**src/rtl/lowlight_pwm_pkg.sv**
```systemverilog
package lowlight_pwm_pkg;

  localparam int unsigned DUTY_STEPS = 8;

  // Strobes handed from control to datapath
  typedef struct packed {
    logic       gateOk;   // latched arm AND live active condition
    logic [2:0] dutySel;  // duty table index latched at period start
  } dim_ctrl_t;

  // Duty percentage for each step of the non-uniform table
  function automatic int unsigned dutyPct(input int unsigned idx);
    case (idx)
      0: dutyPct = 5;
      1: dutyPct = 11;
      2: dutyPct = 17;
      3: dutyPct = 23;
      4: dutyPct = 30;
      5: dutyPct = 36;
      6: dutyPct = 48;
      default: dutyPct = 67;
    endcase
  endfunction

  // Indicator level code from the lower three code bits
  function automatic logic [2:0] indDecode(input logic [2:0] sel);
    case (sel)
      3'd1: indDecode = 3'd1;
      3'd2: indDecode = 3'd2;
      3'd3: indDecode = 3'd3;
      3'd5: indDecode = 3'd2;
      3'd6: indDecode = 3'd4;
      3'd7: indDecode = 3'd5;
      default: indDecode = 3'd0;
    endcase
  endfunction

endpackage

```
**src/rtl/lowlight_pwm_ctrl.sv**
```systemverilog
module lowlight_pwm_ctrl
  import lowlight_pwm_pkg::*;
#(
  parameter int unsigned NUM_LED = 3
) (
  input  logic               clk,
  input  logic               rstN,
  input  logic [3:0]         dimCode,
  input  logic [1:0]         opMode,
  input  logic               voltModeEn,
  input  logic [NUM_LED-1:0] ledEnable,
  input  logic               periodEnd,
  output dim_ctrl_t          ctrl,
  output logic [NUM_LED-1:0] chanMask,
  output logic [2:0]         indLevel,
  output logic               wdogOff
);

  localparam logic [1:0] MODE_VIDEO = 2'b01;
  localparam logic [1:0] MODE_OFF   = 2'b00;

  logic              livePwm;
  logic              shutdownInd;
  logic              armQ;
  logic [2:0]        selQ;
  logic [NUM_LED-1:0] maskQ;
  logic [2:0]        indQ;

  assign livePwm     = (opMode == MODE_VIDEO) && voltModeEn && dimCode[3];
  assign shutdownInd = (opMode == MODE_OFF) && !voltModeEn && !dimCode[3];

  always_ff @(posedge clk or negedge rstN) begin
    if (!rstN) begin
      armQ  <= 1'b0;
      selQ  <= '0;
      maskQ <= '0;
      indQ  <= '0;
    end else begin
      if (periodEnd) begin
        armQ  <= livePwm;
        selQ  <= dimCode[2:0];
        maskQ <= ledEnable;
      end else begin
        armQ  <= armQ & livePwm;
      end
      indQ <= shutdownInd ? indDecode(dimCode[2:0]) : 3'd0;
    end
  end

  assign ctrl.gateOk  = armQ & livePwm;
  assign ctrl.dutySel = selQ;
  assign chanMask     = maskQ;
  assign indLevel     = indQ;
  assign wdogOff      = livePwm;

  // Duty selection only moves on a period boundary
  p_sel_at_boundary_r5: assert property (@(posedge clk) disable iff (!rstN)
    !$stable(selQ) |-> $past(periodEnd));

  // Channel mask only moves on a period boundary
  p_mask_at_boundary_r4: assert property (@(posedge clk) disable iff (!rstN)
    !$stable(maskQ) |-> $past(periodEnd));

  // Indicator stays off outside the shutdown state
  p_ind_gated_r7: assert property (@(posedge clk) disable iff (!rstN)
    !((opMode == MODE_OFF) && !voltModeEn) |=> (indLevel == 3'd0));

endmodule

```
**src/rtl/lowlight_pwm_datapath.sv**
```systemverilog
module lowlight_pwm_datapath
  import lowlight_pwm_pkg::*;
#(
  parameter int unsigned PERIOD  = 100,
  parameter int unsigned NUM_LED = 3,
  localparam int unsigned CNT_W  = (PERIOD > 1) ? $clog2(PERIOD) : 1
) (
  input  logic               clk,
  input  logic               rstN,
  input  dim_ctrl_t          ctrl,
  input  logic [NUM_LED-1:0] chanMask,
  output logic               periodEnd,
  output logic [NUM_LED-1:0] gate
);

  localparam logic [CNT_W-1:0] LAST = CNT_W'(PERIOD - 1);

  logic [CNT_W-1:0] cnt;
  logic [CNT_W-1:0] thrTab [DUTY_STEPS];
  logic             underThr;

  // Thresholds rounded to the nearest count
  for (genvar g = 0; g < DUTY_STEPS; g++) begin : g_thr
    assign thrTab[g] = CNT_W'((PERIOD * dutyPct(g) + 50) / 100);
  end

  always_ff @(posedge clk or negedge rstN) begin
    if (!rstN)          cnt <= '0;
    else if (periodEnd) cnt <= '0;
    else                cnt <= cnt + 1'b1;
  end

  assign periodEnd = (cnt == LAST);
  assign underThr  = (cnt < thrTab[ctrl.dutySel]);

  for (genvar i = 0; i < NUM_LED; i++) begin : g_ch
    assign gate[i] = ctrl.gateOk & chanMask[i] & underThr;

    // A gate never starts mid-period
    p_rise_at_start_r5: assert property (@(posedge clk) disable iff (!rstN)
      $rose(gate[i]) |-> (cnt == '0));
  end

  p_cnt_range_r1: assert property (@(posedge clk) disable iff (!rstN)
    cnt <= LAST);

  p_wrap_r1: assert property (@(posedge clk) disable iff (!rstN)
    periodEnd |=> (cnt == '0));

endmodule

```
**src/rtl/lowlight_pwm_top.sv**
```systemverilog
module lowlight_pwm_top
  import lowlight_pwm_pkg::*;
#(
  parameter int unsigned CLK_HZ  = 250_000_000,
  parameter int unsigned PWM_HZ  = 30_000,
  parameter int unsigned NUM_LED = 3
) (
  input  logic               clk,
  input  logic               rstN,
  input  logic [3:0]         dimCode,
  input  logic [1:0]         opMode,
  input  logic               voltModeEn,
  input  logic [NUM_LED-1:0] ledEnable,
  output logic [NUM_LED-1:0] ledGate,
  output logic [2:0]         indLevel,
  output logic               wdogOff
);

  localparam int unsigned PERIOD = (CLK_HZ + PWM_HZ / 2) / PWM_HZ;

  dim_ctrl_t          ctrl;
  logic [NUM_LED-1:0] chanMask;
  logic               periodEnd;

  lowlight_pwm_ctrl #(.NUM_LED(NUM_LED)) u_ctrl (
    .clk       (clk),
    .rstN      (rstN),
    .dimCode   (dimCode),
    .opMode    (opMode),
    .voltModeEn(voltModeEn),
    .ledEnable (ledEnable),
    .periodEnd (periodEnd),
    .ctrl      (ctrl),
    .chanMask  (chanMask),
    .indLevel  (indLevel),
    .wdogOff   (wdogOff)
  );

  lowlight_pwm_datapath #(.PERIOD(PERIOD), .NUM_LED(NUM_LED)) u_dp (
    .clk      (clk),
    .rstN     (rstN),
    .ctrl     (ctrl),
    .chanMask (chanMask),
    .periodEnd(periodEnd),
    .gate     (ledGate)
  );

  // Any lit gate implies the watchdog is held off
  p_gate_implies_wdog_r6: assert property (@(posedge clk) disable iff (!rstN)
    (|ledGate) |-> wdogOff);

endmodule

```
**config.mk**
```make
export PLATFORM = sky130hd
export DESIGN_NAME = lowlight_pwm_top
export DESIGN_NICKNAME = d
export VERILOG_FILES = /design/src/rtl/lowlight_pwm_pkg.sv /design/src/rtl/lowlight_pwm_ctrl.sv /design/src/rtl/lowlight_pwm_datapath.sv /design/src/rtl/lowlight_pwm_top.sv
export SDC_FILE = /design/constraint.sdc
export NUM_CORES = 1
export LEC_CHECK = 0
export BUFFER_PORTS_ARGS = -buffer_cell sky130_fd_sc_hd__buf_4
export CAP_MARGIN = 20
export CELL_PAD_IN_SITES_DETAIL_PLACEMENT = 1
export CELL_PAD_IN_SITES_GLOBAL_PLACEMENT = 1
export CORE_ASPECT_RATIO = 0.5
export CORE_MARGIN = 2
export CORE_UTILIZATION = 44
export DETAILED_ROUTE_END_ITERATION = 8
export PLACE_DENSITY = 0.81
export SLEW_MARGIN = 25
export SYNTH_ARGS = -nofsm -noshare
export SYNTH_HDL_FRONTEND = slang
export SYNTH_SLANG_ARGS = --single-unit
```
**constraint.sdc**
```tcl
create_clock -name clk -period 2.1 [get_ports clk]
set_input_delay 0.105 -clock clk [delete_from_list [all_inputs] [get_ports clk]]
set_output_delay 0.105 -clock clk [all_outputs]
set_load 0.03 [all_outputs]
```
==> flow_summary.yaml <==
route:
  met2_wirelength_um: 2149
  vias_per_cell: 5.757
  vias: 1255
  wire_per_inst_um: 21.12
  met3_length_um: 254
  top_layer_used: "met4"
  met1_length_um: 2059
  wirelength_um: 4605
  first_pass_iters: 4
  drtIter0Drc: 46
  route.detailed.drc: 0
  drtAntennaViolNets: 0
setup_path:
  reg2regPathDepth: 5
  reg2reg_from: "u_dp.cnt[0]"
  cp_max_fo: 4
  cp.required_ps: 2000
  cp.arrival_ps: 2390
  critPathMaxStageDelay_ps: 400
  timing.rr.end: "u_dp.cnt[1]"
  endpoint: "ledGate[2]"
  crit_chain: "inv_2, ha_4, a21oi_2, ha_1, nand2_2, a2111oi_4, o2111ai_2, and4_1, buf_6"
  startpoint_type: "register"
  crit_start: "u_ctrl.selQ[1]"
  crit_path_end_kind: "primary output"
  reg2reg_slack_ps: 380
  worstSetupPathType: "register to primary output"
  critPathSlowestCell: "dfrtp_1"
clocking:
  numCtsBuffers: 3
  clk_latency_ps: 270
  cts.sinks: 24
  cts_max_level: 1
  cts_tree: "yes"
  clock_path_buffers: 2
  clkSlewWorstSetupHoldPaths_ps: 80
  cts-root-buf: "clkbuf_8"
yosys:
  synthesis.nets: 175
  synth.distinct_cells: 33
  ys_seq_area_share_pct: 41.70
  ys_ff_latch: 24
  ys.flop_type: "dfrtp_1"
  synth.largest_area_cell: "dfrtp_1"
  synth_cells: 148
  synth_edf_count: 0
  synthArstFlopShare_pct: 100.0
  synth_area_sq_mm: 0.001440
  postSynthAreaPerCell_sq_um: 9.731
  synth_top_area_share_pct: 41.70
  yosys_warnings: 0
  synth_area_leaders: "dfrtp_1 42%, ha_1 13%, nand2_1 6.8%"
sta:
  holdWs_ps: 22.30
  finalSetupViolations: 3
  worst_pin_slew_ps: 372.3
  fin_ws_ps: -393.5
  post-route-period-util_pct: 118.7
  drv_slew: 0
  clock_skew_ps: 6.441
  clock.fmax_mhz: 401.0
  relSlewSlack_pct: 74.95
  rsz0062_at_grt: "yes"
  finalHoldViolCount: 0
  period_needed_ps: 2493
placement:
  post-place-ws_ps: -163.7
  routabilityCongestion: 0.8128
  dp_hpwl_um: 2584
  port-buffer-count: 18
  dpl.cell_count: 209
  placed_area_sq_mm: 0.001648
outcome:
  status: "finished, violations left"
  violations: "negative setup slack"
floorplanning:
  die_x_um: 84.91
  start_util_pct: 46.98
  rows: 14
  fp.dieH_um: 44.46
  core_sq_mm: 0.003065
  ios: 19
  die_area_sq_mm: 0.003774
min_path:
  hold_class: "primary input to register"
  min_from: "ledEnable[0]"
global_routing:
  grt_pass1_vias: 1340
  grt_use_total_pct: 25.53
  grt_pass1_wl_um: 7079
  antenna_found_initial: 0
  grt_max_degree: 25
  grt-ovfl-total: 0
pwr:
  p_sw_share_pct: 19.44
  p_total_w: 0.0009136
  power.clock.fraction_pct: 45.2
  seqPwrFrac_pct: 50.6
  vdd_drop_max_v: 0.0002878
  power_switching_w: 0.0001776
  cellLeakagePower_nw: 0.8847
  internal_power_w: 0.0007360
  powerDensity_mw_per_mm2: 480.4
  comb_power_share_pct: 4.1
finish:
  layout_commonest_cell: "buf_4"
  stdcell_count: 218
  fin_nets: 206
  drive_above_1_share_pct: 32.02
  layout_common_cells: "24 x buf_4, 23 x nand2_1, 22 x dfrtp_1"
  antenna_cells: 0
  area_growth_pct: 32.06
  finalInstanceArea_sq_mm: 0.001902
flow_run:
  drv_cap: 0
## Yosys cell counts, drive strengths merged (2+ instances only)
cell type / n
a21o: 2
a21oi: 6
and2: 2
and3: 2
and4: 5
dfrtp: 24
ha: 15
inv: 5
nand2: 26
nand2b: 3
nand3: 5
nand4: 5
nor2: 12
nor2b: 2
nor3: 2
nor4: 3
o2111ai: 2
o21ai: 3
xnor2: 7
xor2: 6
## critical path, delay by kind of cell (launching register included)
family	cells	cell delay, ps
and+or+nand+nor	2	290
adders and majority gates	2	660
DFF	1	400
AOI/OAI and AO/OA	3	550
buffers and inverters	2	220
## what timing repair did
action | 4_1_cts | 5_1_grt
buffers inserted | 1 | 3
hold buffers | 1 | 0
pin swaps | 9 | 2
endpoints found under the setup margin | 3 | 3
resized for setup | 26 | 2
endpoints found under the hold margin | 24 | 0
## cell type report
| cell class | count | area [sq um] |
|---|---|---|
| clock inverters | 1 | 30.03 |
| well taps | 40 | 50.05 |
| inverters | 5 | 18.77 |
| multi-input cells | 117 | 934.6 |
| repair buffers | 28 | 224.0 |
| fillers | 332 | 1164 |
| flip-flops and latches | 24 | 603.1 |
| clock buffers | 3 | 41.29 |
## registers in the layout, summed over array words and instances (netlist names)
name	count
u_ctrl.selQ	3
u_ctrl.armQ	1
u_ctrl.chanMask	3
u_ctrl.indLevel	3
u_dp.cnt	14
## cell families after synthesis
family	count (synthesis)	share of synthesized area [%]
AND/OR/NAND/NOR	72	26.85
flip-flops	24	41.70
AO/OA/AOI/OAI	16	7.472
adder cells (fa/ha/maj)	15	13.03
XOR/XNOR	13	7.906
buffers and inverters	7	2.346
multiplexers	1	0.6951
## per-layer routing
metal  vias to the layer above  global-route usage [%]
met3                        14                   6.157
met2                        51                   43.46
li1                        575                       -
met5                         -                       0
met1                       615                   32.75
met4                         0                   8.889
## worst min path at each step
stage | end | depth (start not counted) | slack, ps
CTS | u_ctrl.chanMask[1] | 3 | 20
detailed placement | u_ctrl.chanMask[2] | 1 | 20
floorplan | u_ctrl.armQ | 0 | -190
global route | u_ctrl.chanMask[0] | 3 | 20
finish | u_ctrl.chanMask[0] | 3 | 20
global placement | u_ctrl.indLevel[0] | 1 | 20
## metrics by stage
stage	TNS [ps]	util [%]
detailed placement	-480.6	53.76
CTS	-864.4	60.86
finish	-1178	62.04
global route	-1472	62.04
floorplan	0	-
global placement	-159.2	53.76
## power by group through the flow
stage | combinational (W) | clock (W) | sequential [W]
2_1_floorplan | 0.00000485 | 0 | 0.000473
3_3_place_gp | 0.0000352 | 0 | 0.000472
3_5_place_dp | 0.0000367 | 0 | 0.000472
4_1_cts | 0.0000387 | 0.000419 | 0.000463
5_1_grt | 0.0000425 | 0.000438 | 0.000463
6_report | 0.0000379 | 0.000413 | 0.000462
Note: power is estimated with default switching activity, not from simulation.
